--- config.mk ---
export PLATFORM = sky130hd
export DESIGN_NAME = stair3_seq
export DESIGN_NICKNAME = d
export VERILOG_FILES = /design/src/rtl/stair_pkg.sv /design/src/rtl/stair_step_timer.sv /design/src/rtl/stair_ring.sv /design/src/rtl/stair_line_calc.sv /design/src/rtl/stair3_seq.sv
export SDC_FILE = /design/constraint.sdc
export NUM_CORES = 1
export LEC_CHECK = 0
export BUFFER_PORTS_ARGS = -buffer_cell sky130_fd_sc_hd__buf_2
export CORE_MARGIN = 3
export CORE_UTILIZATION = 59
export CTS_CLUSTER_SIZE = 10
export DETAILED_ROUTE_END_ITERATION = 10
export PLACE_DENSITY = 0.85
export SETUP_SLACK_MARGIN = 0.1
export SLEW_MARGIN = 20
export SYNTH_ARGS = -nofsm -noshare
export SYNTH_HDL_FRONTEND = slang
export SYNTH_HIERARCHICAL = 1
export SYNTH_SLANG_ARGS = --single-unit
--- constraint.sdc ---
create_clock -name clk -period 2.85 [get_ports clk]
set_input_delay 0.4275 -clock clk [delete_from_list [all_inputs] [get_ports clk]]
set_output_delay 0.4275 -clock clk [all_outputs]
set_load 0.05 [all_outputs]
--- src/rtl/stair_pkg.sv ---
package stair_pkg;
  typedef logic [1:0]        lvl_t;
  typedef logic signed [2:0] line_t;

  typedef struct packed {
    lvl_t a;
    lvl_t b;
    lvl_t c;
  } triple_t;

  localparam int RING_LEN = 12;
  localparam int IDX_W    = $clog2(RING_LEN);

  function automatic triple_t ring_entry(input logic [IDX_W-1:0] idx);
    triple_t t;
    case (idx)
      4'd0:    t = '{2'd2, 2'd0, 2'd0};
      4'd1:    t = '{2'd2, 2'd1, 2'd0};
      4'd2:    t = '{2'd2, 2'd2, 2'd0};
      4'd3:    t = '{2'd1, 2'd2, 2'd0};
      4'd4:    t = '{2'd0, 2'd2, 2'd0};
      4'd5:    t = '{2'd0, 2'd2, 2'd1};
      4'd6:    t = '{2'd0, 2'd2, 2'd2};
      4'd7:    t = '{2'd0, 2'd1, 2'd2};
      4'd8:    t = '{2'd0, 2'd0, 2'd2};
      4'd9:    t = '{2'd1, 2'd0, 2'd2};
      4'd10:   t = '{2'd2, 2'd0, 2'd2};
      4'd11:   t = '{2'd2, 2'd0, 2'd1};
      default: t = '{2'd2, 2'd0, 2'd0};
    endcase
    return t;
  endfunction

  function automatic int lvl_dist(input lvl_t x, input lvl_t y);
    return (x > y) ? int'(x) - int'(y) : int'(y) - int'(x);
  endfunction
endpackage

--- src/rtl/stair_step_timer.sv ---
module stair_step_timer #(
  parameter int CNT_W = 24
) (
  input  logic             clk,
  input  logic             rst_n,
  input  logic             run_en,
  input  logic [CNT_W-1:0] step_len,
  output logic             adv
);
  logic [CNT_W-1:0] cnt_q, cnt_d, last;

  always_comb begin
    last  = (step_len == '0) ? '0 : step_len - 1'b1;
    adv   = run_en && (cnt_q >= last);
    cnt_d = cnt_q;
    if (run_en) cnt_d = adv ? '0 : cnt_q + 1'b1;
  end

  always_ff @(posedge clk or negedge rst_n) begin
    if (!rst_n) cnt_q <= '0;
    else        cnt_q <= cnt_d;
  end

  // a disabled timer holds its count
  assert_hold_count_R8: assert property (@(posedge clk) disable iff (!rst_n)
    !run_en |=> $stable(cnt_q));
endmodule

--- src/rtl/stair_ring.sv ---
module stair_ring
  import stair_pkg::*;
(
  input  logic    clk,
  input  logic    rst_n,
  input  logic    adv,
  output triple_t next_trip
);
  logic [IDX_W-1:0] idx_q, idx_d;

  always_comb begin
    idx_d = idx_q;
    if (adv) idx_d = (idx_q == IDX_W'(RING_LEN - 1)) ? '0 : idx_q + 1'b1;
    next_trip = ring_entry(idx_d);
  end

  always_ff @(posedge clk or negedge rst_n) begin
    if (!rst_n) idx_q <= '0;
    else        idx_q <= idx_d;
  end

  // the index stays inside the ring
  assert_idx_range_R3: assert property (@(posedge clk) disable iff (!rst_n)
    idx_q < IDX_W'(RING_LEN));
endmodule

--- src/rtl/stair_line_calc.sv ---
module stair_line_calc
  import stair_pkg::*;
(
  input  triple_t trip,
  output line_t   ab,
  output line_t   bc,
  output line_t   ca
);
  always_comb begin
    ab = line_t'({1'b0, trip.a} - {1'b0, trip.b});
    bc = line_t'({1'b0, trip.b} - {1'b0, trip.c});
    ca = line_t'({1'b0, trip.c} - {1'b0, trip.a});
  end
endmodule

--- src/rtl/stair3_seq.sv ---
module stair3_seq
  import stair_pkg::*;
#(
  parameter int CNT_W = 24
) (
  input  logic             clk,
  input  logic             rst_n,
  input  logic             run_en,
  input  logic [CNT_W-1:0] step_len,
  output logic [1:0]       lvl_a,
  output logic [1:0]       lvl_b,
  output logic [1:0]       lvl_c,
  output logic [2:0]       line_ab,
  output logic [2:0]       line_bc,
  output logic [2:0]       line_ca,
  output logic             step_pulse
);
  logic    rs_meta, rs_n;
  logic    adv;
  triple_t next_trip, trip_q;
  line_t   nab, nbc, nca, ab_q, bc_q, ca_q;
  logic    pulse_q;

  always_ff @(posedge clk or negedge rst_n) begin
    if (!rst_n) begin
      rs_meta <= 1'b0;
      rs_n    <= 1'b0;
    end else begin
      rs_meta <= 1'b1;
      rs_n    <= rs_meta;
    end
  end

  stair_step_timer #(.CNT_W(CNT_W)) u_timer (
    .clk(clk), .rst_n(rs_n), .run_en(run_en), .step_len(step_len), .adv(adv)
  );

  stair_ring u_ring (
    .clk(clk), .rst_n(rs_n), .adv(adv), .next_trip(next_trip)
  );

  stair_line_calc u_calc (
    .trip(next_trip), .ab(nab), .bc(nbc), .ca(nca)
  );

  always_ff @(posedge clk or negedge rs_n) begin
    if (!rs_n) begin
      trip_q  <= '{2'd2, 2'd0, 2'd0};
      ab_q    <= 3'sd2;
      bc_q    <= 3'sd0;
      ca_q    <= -3'sd2;
      pulse_q <= 1'b0;
    end else begin
      pulse_q <= adv;
      if (adv) begin
        trip_q <= next_trip;
        ab_q   <= nab;
        bc_q   <= nbc;
        ca_q   <= nca;
      end
    end
  end

  assign lvl_a      = trip_q.a;
  assign lvl_b      = trip_q.b;
  assign lvl_c      = trip_q.c;
  assign line_ab    = ab_q;
  assign line_bc    = bc_q;
  assign line_ca    = ca_q;
  assign step_pulse = pulse_q;

  // one leg moves, by one level, at each step
  assert_single_move_R7: assert property (@(posedge clk) disable iff (!rst_n)
    step_pulse |-> (lvl_dist(lvl_a, $past(lvl_a)) + lvl_dist(lvl_b, $past(lvl_b))
                    + lvl_dist(lvl_c, $past(lvl_c))) == 1);
  // disabled means no strobe next cycle and frozen outputs
  assert_freeze_R8: assert property (@(posedge clk) disable iff (!rst_n)
    !run_en |=> !step_pulse && $stable({lvl_a, lvl_b, lvl_c, line_ab, line_bc, line_ca}));
  // line levels always sum to zero and stay in range
  assert_line_sum_R6: assert property (@(posedge clk) disable iff (!rst_n)
    (line_t'(line_ab + line_bc + line_ca) == 3'sd0) && ($signed(line_ab) >= -3'sd2));
  // level code 3 never driven
  assert_no_code3_R2: assert property (@(posedge clk) disable iff (!rst_n)
    lvl_a != 2'd3 && lvl_b != 2'd3 && lvl_c != 2'd3);
  // outputs only change together with the strobe
  assert_change_with_pulse_R5: assert property (@(posedge clk) disable iff (!rst_n)
    !step_pulse |-> $stable({lvl_a, lvl_b, lvl_c}));
endmodule

==> impl_metrics.py, run 1 <==
metrics = {
    "placed_design": {
        "placement.io_buffers": 42,
        "gpl.final_weighted_congestion": 0.8607,
        "place.detailed.hpwl_um": 6380,
    },
    "clock_network": {
        "clock-sinks": 46,
        "ctsLongestPathBuffers": 2,
        "ctsHtreeMaxLevel": 2,
        "cts.root.buffer_cell": "sky130_fd_sc_hd__clkbuf_8",
        "numCtsBuffers": 5,
    },
    "outcome": {
        "run_status": "stopped before the end",
        "outcome.stop_stage": "global routing (5_1_grt)",
        "firstError": "[ERROR DPL-0038] Utilization greater than 100%, impossible to legalize",
    },
    "synth": {
        "synthesis_warnings": 6,
        "netlist.area_leader.share": 0.3050,
        "synthesized_flop_and_latch_total": 46,
        "edff_count_synth": 0,
        "yosysUniqueCellTypes": 55,
        "netlist_top_cells_area": "sky130_fd_sc_hd__dfrtp_1 31%, sky130_fd_sc_hd__ha_1 11%, sky130_fd_sc_hd__nand2_1 5.7%",
        "cells_after_synthesis": 376,
        "synth_nets": 437,
        "synth_top_flop_cell": "sky130_fd_sc_hd__dfrtp_1",
        "postSynthAreaPerCell_um2": 9.164,
        "sequential_area_share_after_synthesis": 0.3355,
        "yosysTopAreaCell": "sky130_fd_sc_hd__dfrtp_1",
        "synthArstFlopShare": 1.000,
        "synth_area_um2": 3446,
    },
    "sta": {
        "grt-worst-endpoint": "line_bc[1]$_DFFE_PN0P_/D",
        "worst_endpoint_kind": "register input",
    },
    "die": {
        "initial_utilization": 0.6182,
        "floorplan.io_pins": 43,
        "die_width_um": 82.42,
        "die_h_um": 82.42,
        "placementRows": 27,
    },
    "global_routing": {
        "grt_max_degree": 45,
    },
}
[cells by family after synthesis]
kind of cell	Yosys count	synth area share
AND/OR/NAND/NOR	162	0.2375
flip-flops	46	0.3355
AO/OA/AOI/OAI	40	0.07698
buffers and inverters	37	0.05084
adder cells (fa/ha/maj)	34	0.1300
XOR/XNOR	33	0.08388
multiplexers	23	0.08424
other	1	0.001088
[what timing repair did]
| item | in CTS |
|---|---|
| setup endpoints to repair | 44 |
| hold endpoints to repair | 2 |
| setup buffers | 25 |
| hold buffers | 1 |
| cloned | 2 |
| gates resized for setup | 86 |
| pin swaps | 26 |
[through the flow]
stage / worst slack, ns / util / setup TNS [ns] / cell area (um2) / std cells
after floorplan: -2.193 / - / -44.37 / 3517 / 376
after global placement: -2.564 / 0.7951 / -63.96 / 4432 / 572
after detailed placement: -2.755 / 0.7951 / -68.58 / 4432 / 572
after CTS: -2.225 / 0.9194 / -50.64 / 5125 / 608
[cell usage after synthesis, drive strengths merged (2+ instances only)]
cell type,n
a21oi,11
mux2,15
or2,2
nand4,10
a211oi,3
nand3,15
a22o,2
xor2,17
nor4,5
and3,4
o311ai,4
dfrtp,42
nand2b,6
a31oi,3
or4,4
or3,5
o22ai,4
o21ai,7
a21boi,2
ha,31
nor2,37
fa,3
xnor2,16
inv,27
dfstp,4
nor2b,3
buf,8
nor3,12
clkbuf,2
nand2,53
mux2i,8
==> run 2: changes to the inputs <==
- CORE_UTILIZATION: 59 -> 40
- CTS_CLUSTER_SIZE: 10 -> unset
- PLACE_DENSITY: 0.85 -> unset
- PLACE_DENSITY_LB_ADDON: unset -> 0.15
- SETUP_SLACK_MARGIN: 0.1 -> unset
==> run 2 against run 1 <==
  * The flow now finishes, with violations (setup timing)
  * Synthesized cell count unchanged
  * Area after synthesis unchanged
==> impl_metrics.py, run 2 <==
metrics = {
    "power": {
        "vdd_ir_drop_max_mv": 0.1981,
        "p_per_area_nw_per_um2": 357.5,
        "power.total_mw": 1.821,
        "power.leakage_nw": 2.550,
    },
    "sta": {
        "count_of_final_max_slew_check_failures": 0,
        "finalSetupViolCount": 44,
        "period_needed_ns": 5.087,
        "min_period_over_period": 1.785,
        "fmax_mhz": 196.6,
        "worst_slack_ns": -2.237,
        "tightestPinTransition_ns": 0.9633,
        "timing.final.hold_violations": 0,
        "final.setup_skew_ns": 0.01591,
        "rsz_0062_raised_after_global_routing": "yes",
        "max_slew_margin": 0.3578,
        "summed_negative_setup_slack_over_all_endpoints_ns": -53.13,
    },
    "layout": {
        "final_cell_mix": "92 x sky130_fd_sc_hd__buf_4, 49 x sky130_fd_sc_hd__nand2_1, 41 x sky130_fd_sc_hd__dfrtp_1",
        "largest_register": "u_timer/cnt_q",
        "final_design_area_no_fill_um2": 5094,
        "post_route_cells_drive_above_1_share": 0.4296,
        "flow.area_growth_from_synthesis_pct": 47.82,
        "nets": 593,
        "layout_commonest_cell": "sky130_fd_sc_hd__buf_4",
        "finish.cell_count_without_fillers": 638,
        "final_core_utilization": 0.6137,
        "largest_registers": "u_timer/cnt_q (24), u_ring/idx_q (4)",
        "flip_flop_count_of_the_largest_register_all_copies_and_words_added": 24,
        "num_antenna_cells": 0,
    },
    "clock_network": {
        "clock-sinks": 46,
        "cts_tree": "built",
        "numCtsBuffers": 5,
        "clock_insertion_delay_worst_skew_ns": 0.30,
        "cts.root.buffer_cell": "sky130_fd_sc_hd__clkbuf_8",
        "clk_pin_slew_ns": 0.09,
        "ctsLongestPathBuffers": 2,
        "ctsHtreeMaxLevel": 2,
    },
    "synth": {
        "synth_most_common_cell": "sky130_fd_sc_hd__nand2_1",
        "netlist.area_leader.share": 0.3050,
        "edff_count_synth": 0,
        "synthesized_flop_and_latch_total": 46,
        "netlist_top_cells_area": "sky130_fd_sc_hd__dfrtp_1 31%, sky130_fd_sc_hd__ha_1 11%, sky130_fd_sc_hd__nand2_1 5.7%",
        "post_synth_most_frequent_cells": "52 x sky130_fd_sc_hd__nand2_1, 42 x sky130_fd_sc_hd__dfrtp_1, 36 x sky130_fd_sc_hd__nor2_1",
        "synth_area_um2": 3446,
        "synthArstFlopShare": 1.000,
        "cells_after_synthesis": 376,
        "yosysUniqueCellTypes": 55,
        "synth_top_flop_cell": "sky130_fd_sc_hd__dfrtp_1",
        "postSynthAreaPerCell_um2": 9.164,
        "synthesis_warnings": 6,
        "yosysTopAreaCell": "sky130_fd_sc_hd__dfrtp_1",
        "synth_nets": 437,
        "sequential_area_share_after_synthesis": 0.3355,
    },
    "route": {
        "post_drt_via_cell_ratio": 4.933,
        "routed_wire_length_per_instance_um": 13.66,
        "wirelength_um": 8714,
        "drt_first_iter_violations": 119,
        "detail-route-antenna-nets": 0,
        "route.vias.total": 3147,
        "drt_drc_violations_left": 0,
        "count_of_tritonroute_iterations_in_the_first_routing_pass": 4,
    },
    "critical_path": {
        "required_ns": 3.05,
        "path_class": "in2reg",
        "worst_ep_arrival_time_ns": 5.28,
        "critical_path_capture_point_type": "flop",
        "start_kind": "primary input",
        "worst-path-max-fanout": 6,
        "critical_path.slowest_cell": "sky130_fd_sc_hd__fa_1",
        "critical_path.cell_chain": "buf_6, or3_4, or3_4, or3_4, nor4_4, xor2_1, nand2_1, ha_4, nand4_1, nor4_4, o41ai_2, buf_4, a21oi_4, buf_4, buf_6, xnor2_4, buf_4, o21ai_1, mux2i_2, buf_4, fa_1, inv_1, mux2_4",
        "critical-path-max-stage-delay_ns": 0.53,
        "timing.rr.start": "u_timer/cnt_q[0]",
        "crit_path_start": "step_len[12]",
        "timing.critical_path.mode_cell": "sky130_fd_sc_hd__buf_4",
    },
    "outcome": {
        "run_status": "finished, violations left",
        "violated_checks": "setup timing",
    },
    "global_routing": {
        "grtUsageTotal": 0.1828,
        "grt_pass1_vias": 3248,
        "grt_antenna_before_repair": 0,
        "global_route.overflow_total": 0,
        "global_route_wire_length_before_repair_um": 14840,
        "grt_max_degree": 45,
    },
    "die": {
        "initial_utilization": 0.4152,
        "core_area_um2": 8299,
        "floorplan.io_pins": 43,
        "die_area_um2": 9764,
        "die_width_um": 98.82,
        "placementRows": 33,
        "die_h_um": 98.82,
    },
    "placed_design": {
        "placement.io_buffers": 42,
        "place.detailed.hpwl_um": 6352,
        "numPlacedInstances": 606,
        "placement.cell_area_um2": 4493,
        "gpl.final_weighted_congestion": 0.8380,
    },
    "worst_hold_path": {
        "min-delay-path-class": "reg2reg",
        "hold_path_startpoint": "rs_meta",
    },
    "flow_run": {
        "drv_cap": 0,
    },
}
==> run 2: cell counts after synthesis <==
Identical to the previous run, type by type.
==> run 2: area by class of cell <==
type                       count  area, um2
tap                          105      131.4
sequential                    46       1157
timing repair buffer         159       1225
inverter                      27      106.4
clock inverter                 1      30.03
multi-input combinational    293       2367
clock buffer                   7      76.32
fill                         714       3206
==> run 2: kinds of logic (layout without fill, tap and decap cells) <==
logic type               Yosys count  in the layout  synth area share
adder cells (fa/ha/maj)           34             34            0.1300
flip-flops                        46             46            0.3355
AO/OA/AOI/OAI                     40             40           0.07698
AND/OR/NAND/NOR                  162            162            0.2375
XOR/XNOR                          33             33           0.08388
other                              1              1          0.001088
multiplexers                      23             23           0.08424
buffers and inverters             37            194           0.05084
==> run 2: critical path, delay by kind of cell <==
kind                       cells  cell delay (ns)
xor gates and xnor gates       2             0.25
AOI/OAI and AO/OA              3             0.60
buffers and inverters          7             0.89
muxes                          2             0.39
and+or+nand+nor                7             1.90
adders and majority gates      2             0.80
==> run 2: stage by stage <==
stage          worst slack, ns  hold slack [ns]
2_1_floorplan           -2.193           0.1319
3_3_place_gp            -2.611           0.2131
3_5_place_dp            -2.667           0.2162
4_1_cts                 -2.203           0.3573
5_1_grt                 -2.410           0.3619
6_report                -2.237           0.3550
==> run 2: per-layer routing <==
metal  global-route usage  part of all wire  up-vias
li1                     -                 -     1613
met1               0.2374              0.45     1461
met2               0.3208              0.50       64
met3              0.02831             0.039        9
met4              0.04097             0.010        0
met5                    0                 0        -
==> run 2: path summary, 6_finish.rpt <==
path	to	slack [ns]	cells after the start
max	line_bc[1]	-2.24	23
min	rs_n	0.36	0
max reg2reg	line_bc[1]	-0.94	18
min reg2reg	rs_n	0.36	0
max in group asynchronous	step_pulse	1.81	0
min in group asynchronous	rs_n	0.43	2
==> run 2: where the power goes <==
| group | switching (mW) | total [mW] | internal [mW] |
|---|---|---|---|
| clock network | 0.218 | 0.481 | 0.263 |
| logic | 0.286 | 0.569 | 0.283 |
| registers | 0.0577 | 0.771 | 0.713 |
==> run 2: repair_timing <==
action | in CTS | in global routing
pin swaps | 6 | 4
endpoints found under the hold margin | 2 | 0
hold buffers | 1 | 0
gates cloned | 0 | 1
setup endpoints to repair | 44 | 44
resized for setup | 38 | 28
buffers inserted | 16 | 8
Note: power is estimated with default switching activity, not from simulation.
